File: config.mk
export PLATFORM = sky130hd
export DESIGN_NAME = nf_capture
export DESIGN_NICKNAME = d
export VERILOG_FILES = /design/src/rtl/nf_pkg.sv /design/src/rtl/nf_sync.sv /design/src/rtl/nf_filter.sv /design/src/rtl/nf_edge_cap.sv /design/src/rtl/nf_capture.sv
export SDC_FILE = /design/constraint.sdc
export NUM_CORES = 1
export LEC_CHECK = 0
export CAP_MARGIN = 10
export CORE_ASPECT_RATIO = 1.2
export CORE_UTILIZATION = 41
export DETAILED_ROUTE_END_ITERATION = 10
export PLACE_DENSITY = 0.78
export SLEW_MARGIN = 20
export SYNTH_ARGS = -nofsm -noshare
export SYNTH_HDL_FRONTEND = slang
export SYNTH_SLANG_ARGS = --single-unit
File: constraint.sdc
create_clock -name clk -period 2 [get_ports clk]
set_input_delay 0.2 -clock clk [delete_from_list [all_inputs] [get_ports clk]]
set_output_delay 0.2 -clock clk [all_outputs]
set_load 0.02 [all_outputs]
File: src/rtl/nf_pkg.sv
package nf_pkg;
    typedef enum logic {
        FLT_LOW  = 1'b0,
        FLT_HIGH = 1'b1
    } flt_state_t;

    typedef enum logic {
        EDGE_RISE = 1'b0,
        EDGE_FALL = 1'b1
    } edge_kind_t;
endpackage

File: src/rtl/nf_sync.sv
module nf_sync #(
    parameter int STAGES = 2
) (
    input  logic clk,
    input  logic rst_n,
    input  logic d_in,
    output logic d_out
);
    logic [STAGES-1:0] chain_q;

    generate
        for (genvar s = 0; s < STAGES; s++) begin : g_stage
            always_ff @(posedge clk or negedge rst_n) begin
                if (!rst_n) begin
                    chain_q[s] <= 1'b0;
                end else begin
                    if (s == 0) chain_q[s] <= d_in;
                    else        chain_q[s] <= chain_q[(s == 0) ? 0 : s-1];
                end
            end
        end
    endgenerate

    assign d_out = chain_q[STAGES-1];
endmodule

File: src/rtl/nf_filter.sv
module nf_filter
    import nf_pkg::*;
#(
    parameter int WIN = 4
) (
    input  logic clk,
    input  logic rst_n,
    input  logic smp_in,
    output logic lvl_out
);
    localparam int HIST_W = WIN - 1;

    logic [HIST_W-1:0] hist_q;
    logic [WIN-1:0]    window;
    logic              all_one;
    logic              all_zero;
    flt_state_t        state_q;
    flt_state_t        state_d;

    assign window   = {hist_q, smp_in};
    assign all_one  = &window;
    assign all_zero = ~|window;

    always_ff @(posedge clk or negedge rst_n) begin
        if (!rst_n) hist_q <= '0;
        else        hist_q <= window[HIST_W-1:0];
    end

    always_comb begin
        state_d = state_q;
        unique case (state_q)
            FLT_LOW:  if (all_one)  state_d = FLT_HIGH;  // RISE
            FLT_HIGH: if (all_zero) state_d = FLT_LOW;   // FALL
            default:  state_d = FLT_LOW;
        endcase
    end

    always_ff @(posedge clk or negedge rst_n) begin
        if (!rst_n) state_q <= FLT_LOW;
        else        state_q <= state_d;
    end

    always_comb begin
        unique case (state_q)
            FLT_HIGH: lvl_out = 1'b1;
            default:  lvl_out = 1'b0;
        endcase
    end
endmodule

File: src/rtl/nf_edge_cap.sv
module nf_edge_cap
    import nf_pkg::*;
#(
    parameter int CNT_W = 16
) (
    input  logic             clk,
    input  logic             rst_n,
    input  logic             lvl_in,
    input  logic             edge_sel,
    input  logic [CNT_W-1:0] cnt_in,
    output logic [CNT_W-1:0] cap_val,
    output logic             cap_vld
);
    logic       lvl_prev_q;
    logic       hit;
    edge_kind_t kind;

    assign kind = edge_kind_t'(edge_sel);

    always_comb begin
        unique case (kind)
            EDGE_RISE: hit =  lvl_in && !lvl_prev_q;
            EDGE_FALL: hit = !lvl_in &&  lvl_prev_q;
            default:   hit = 1'b0;
        endcase
    end

    always_ff @(posedge clk or negedge rst_n) begin
        if (!rst_n) begin
            lvl_prev_q <= 1'b0;
            cap_val    <= '0;
            cap_vld    <= 1'b0;
        end else begin
            lvl_prev_q <= lvl_in;
            cap_vld    <= hit;
            if (hit) cap_val <= cnt_in;
        end
    end
endmodule

File: src/rtl/nf_capture.sv
module nf_capture
    import nf_pkg::*;
#(
    parameter int CNT_W       = 16,
    parameter int SYNC_STAGES = 2,
    parameter int WIN         = 4
) (
    input  logic             clk,
    input  logic             rst_n,
    input  logic             flt_en,
    input  logic             evt_in,
    input  logic             edge_sel,
    input  logic [CNT_W-1:0] cnt_in,
    output logic [CNT_W-1:0] cap_val,
    output logic             cap_vld
);
    logic sync_lvl;
    logic flt_lvl;
    logic sel_lvl;

    nf_sync #(.STAGES(SYNC_STAGES)) u_sync (
        .clk   (clk),
        .rst_n (rst_n),
        .d_in  (evt_in),
        .d_out (sync_lvl)
    );

    nf_filter #(.WIN(WIN)) u_filter (
        .clk     (clk),
        .rst_n   (rst_n),
        .smp_in  (sync_lvl),
        .lvl_out (flt_lvl)
    );

    assign sel_lvl = flt_en ? flt_lvl : sync_lvl;

    nf_edge_cap #(.CNT_W(CNT_W)) u_cap (
        .clk      (clk),
        .rst_n    (rst_n),
        .lvl_in   (sel_lvl),
        .edge_sel (edge_sel),
        .cnt_in   (cnt_in),
        .cap_val  (cap_val),
        .cap_vld  (cap_vld)
    );
endmodule

## Yosys cells after proc, flatten, opt, wreduce, memory -nomap -nowiden

Cells that the tools add are included.

- Bits in registers: 24
- Input port bits: 21
- Output and inout port bits: 17

- Mux-type cells: 6
- Bitwise logic cells: 2
- Reductions and logical operators: 6

Operators with widths:

| kind | number |
|---|---|
| 1-bit 2-to-1 mux | 4 |
| 1-bit case mux with 2 select lines | 2 |
| 4-bit AND reduction | 1 |
| 4-bit OR reduction | 1 |
| 1-bit logical AND | 2 |
| 1-bit zero test | 2 |
| 1-bit NOT | 2 |

## Logic depth before layout (Yosys ltp)

- Word-level depth: 5
- Depth in mapped cells: 4

## Cells and area by module

From an unflattened synthesis, not the netlist that was laid out.

- Cells, all modules: 160
- Area, all modules: 1491.4 µm²

Modules (own cells, without submodules):

| module | times used | cells an instance | area each (µm²) | seq. area each (µm²) |
|---|---|---|---|---|
| nf_edge_cap | 1 | 150 | 1300.0 | 450.4 |
| nf_filter | 1 | 7 | 126.4 | 100.1 |
| nf_sync | 1 | 2 | 50.0 | 50.0 |
| nf_capture | 1 | 1 | 15.0 | 0.0 |

## Worst setup path before layout

No wires, ideal clock.

- Path kind: register to register
- From: register u_sync.chain_q[1] (netlist: u_sync.d_out)
- To: register u_cap.cap_val[0]
- Library setup time: 0.125 ns
- Data arrival time: 1.440 ns
- Data required time: 1.875 ns
- Path slack: 0.435 ns
- Cell stages (with the launch flop): 5
- Period minus slack after synthesis: 1.565 ns
- Cell sequence: dfrtp_1 mux2_4 mux2i_4 buf_12 mux2_4

- Word-level cells in the longest chain between the ends: 4
- Elaborated cells between the ends (all ways): 5

Ends and longest elaborated chain:

| what | line | RTL |
|---|---|---|
| start: declaration | nf_sync.sv:9 | `logic [STAGES-1:0] chain_q;` |
| start signal: indexed assignment | nf_sync.sv:17 | `if (s == 0) chain_q[s] <= d_in;` |
| start signal: indexed assignment | nf_sync.sv:18 | `else chain_q[s] <= chain_q[(s == 0) ? 0 : s-1];` |
| 1-bit 2-to-1 mux * | nf_capture.sv:35 | `assign sel_lvl = flt_en ? flt_lvl : sync_lvl;` |
| via sel_lvl | nf_capture.sv:19 | `logic sel_lvl;` |
| 1-bit zero test | nf_edge_cap.sv:23 | `EDGE_FALL: hit = !lvl_in && lvl_prev_q;` |
| 1-bit logical AND | nf_edge_cap.sv:23 |  |
| 1-bit case mux with 2 select lines * | nf_edge_cap.sv:21 | `unique case (kind)` |
| via u_cap.hit | nf_edge_cap.sv:15 | `logic hit;` |
| end signal: assignment | nf_edge_cap.sv:36 | `if (hit) cap_val <= cnt_in;` |
| end: declaration | nf_edge_cap.sv:11 | `output logic [CNT_W-1:0] cap_val,` |

The timed path passes the listed nets; every way through them passes the cells marked *.
A chain may end at the register's enable or synchronous reset.

## Worst setup path in the final report

- From: register u_sync.chain_q[1] (netlist: u_sync.d_out)
- To: register u_cap.cap_val[9]

- Word-level cells in the longest chain between the ends: 4
- Elaborated cells between the ends (all ways): 5

Ends and longest elaborated chain:

| what | line |
|---|---|
| 1-bit 2-to-1 mux * | nf_capture.sv:35 |
| via sel_lvl | nf_capture.sv:19 |
| 1-bit zero test | nf_edge_cap.sv:23 |
| 1-bit logical AND | nf_edge_cap.sv:23 |
| 1-bit case mux with 2 select lines * | nf_edge_cap.sv:21 |

Marks and branches as above.

==> flow_summary.ini <==
[global_route]
grt_pass1_vias = 561
grt_usage = 0.137
grt_max_degree = 25
grt_remaining_overflow = 0
grt_pass1_wl_um = 2340
antenna_found_initial = 0

[routing]
via_per_inst = 4.42
drtIter0Drc = 3
num_vias = 535
wl_um = 1380
route.detailed.drc = 0
ant_nets = 0
routedWlPerCell_um = 11.4
drt-pass1-iter-count = 2

[yosys]
netlist.area_leader.share = 0.665
synth.net_count = 70
synth_simple_gate_area_frac = 0.0222
yosys_most_used_dff = dfrtp_1
synth-seq-cells = 24
synthAdderAreaFrac = 0
synth.most_common_cell = dfrtp_1
synth_cell_type_count = 11
synth-edff-count = 0
synth_top_family_by_area = multiplexers
yosys_warnings = 0
syn_inst = 49
synth_compound_area_frac = 0.0125
synth_top_cell_by_area = dfrtp_1
synth-xor-area-share = 0
syn_avg_cell_area_um2 = 18.4
syn_area_um2 = 903
synth_area_leaders = dfrtp_1, mux2_4, mux2_2
seq_area_frac_synth = 0.665
async_reset_ff_frac = 1.00
muxShareOfSynthArea = 0.278
ys_top_cells_by_count = dfrtp_1, mux2_4, mux2_2

[sta]
slew_violations = 0
finalSetupViolCount = 0
slew-limit-headroom = 0.811
hold_ws_ps = 243
max_freq_ghz = 0.648
fin_crit_sh = 0.772
setup_tns_ps = 0
grt_setup_unrepaired = no
final_hold_viol_count = 0
fin_skew_ps = 8.68
fin_crit_ps = 1540
final.setup.worst_slack_ps = 456
tightestPinTransition_ps = 284

[die]
die_area_um2 = 2400
die_w_um = 44.9
die_y_um = 53.4
placementRows = 18
io_pins = 38
coreArea_um2 = 2070
initial_core_util = 0.436

[critical_path]
crit_path_max_fanout = 13
cp-start-kind = flop
crit_type = flop to flop
crit_path_end_kind = flop
arrival_ps = 1720
cp.required_ps = 2180

[worst_hold_path]
min_path_type = primary input to async pin

[power]
peakVddDrop_uv = 543
total_power_mw = 1.32
power_density_nw_per_um2 = 978
p_leak_nw = 0.578

[clock_tree]
cts_tree = built
root_buffer = clkbuf_4
cts_max_path_buffers = 2
cts_made_buffers = 3
h-tree-depth = 1
ctsResizeCount = 0
clk_latency_ps = 290
cts.sinks = 24
hold_buffers = 0
cts_setup_buffers = 0
path_clk_slew_ps = 110

[finish]
area_growth_pct = 49.3
antennaDiodeCount = 0
nNetsFinal = 114
drive_gt1_frac = 0.275
instances_no_fill = 121

[placement]
place_ws_ps = 145
post-place-cells = 118
dp_hpwl_um = 1090
place.port_buffers = 37
routabilityCongestion = 0.685

[run_status]
outcome = completed

[flow_run]
cap_viol_max_count = 0
## per-stage QoR
| stage | utilization | cell area [um^2] |
|---|---|---|
| after global routing | 0.651 | 1350 |
| after floorplan | - | 903 |
| final | 0.651 | 1350 |
| after CTS | 0.651 | 1350 |
| after global placement | 0.640 | 1330 |
| after detailed placement | 0.640 | 1330 |
## layer usage
metal	up-vias	GRT usage	routed length, um
li1	256	-	-
met1	257	0.180	602
met2	22	0.225	686
met3	0	0.0375	93
met4	0	0.0303	0
met5	-	0	0
## cells by family after synthesis
logic type,after synthesis
AND/OR/NAND/NOR,4
multiplexers,18
flip-flops,24
buffers and inverters,1
AO/OA/AOI/OAI,2
## worst max-delay path, stage by stage (launching register included)
cell and delay (ps):
dfrtp_1 420, mux2_4 300, mux2i_4 200, buf_12 170, mux2_2 330
## state kept, by name (all words and copies together) (netlist names)
name,cells
u_filter.state_q,1
u_filter.hist_q,3
u_sync.chain_q,1
u_cap.lvl_prev_q,1
u_sync.d_out,1
u_cap.cap_vld,1
u_cap.cap_val,16
## final timing paths
check,from,to,slack (ps),cells past startpoint
worst max-delay path,u_sync.d_out,u_cap.cap_val[9],460,4
worst min-delay path,rst_n,u_cap.cap_val[5],240,2
worst max register to register,u_sync.d_out,u_cap.cap_val[9],460,4
min in group clk,evt_in,u_sync.chain_q[0],330,1
max in group asynchronous,rst_n,u_cap.cap_val[9],1530,2
worst min register to register,u_sync.chain_q[0],u_sync.d_out,360,0
## power breakdown
group	internal [mW]	switching, mW	total, mW
Sequential	0.581	0.0518	0.633
Combinational	0.300	0.200	0.499
Clock	0.0699	0.118	0.188
Total	0.950	0.369	1.32
## cell usage in the layout, fill, tap and decap left out, drive strengths merged
cell type / Yosys / routed
dfrtp: 24 / 24
or3: 1 / 1
buf: 1 / 3
nand2: 1 / 1
mux2i: 1 / 1
nor2: 1 / 1
mux2: 17 / 17
clkbuf: 0 / 3
or2: 1 / 1
a31oi: 1 / 1
clkdlybuf4s50: 0 / 37
a21oi: 1 / 1
## layout make-up
type,instances,area (um^2)
clock buffer,3,22.5
fill,176,723
tap,30,37.5
multi-input combinational,24,283
timing repair buffer,40,405
sequential,24,601
Note: power is estimated with default switching activity, not from simulation.
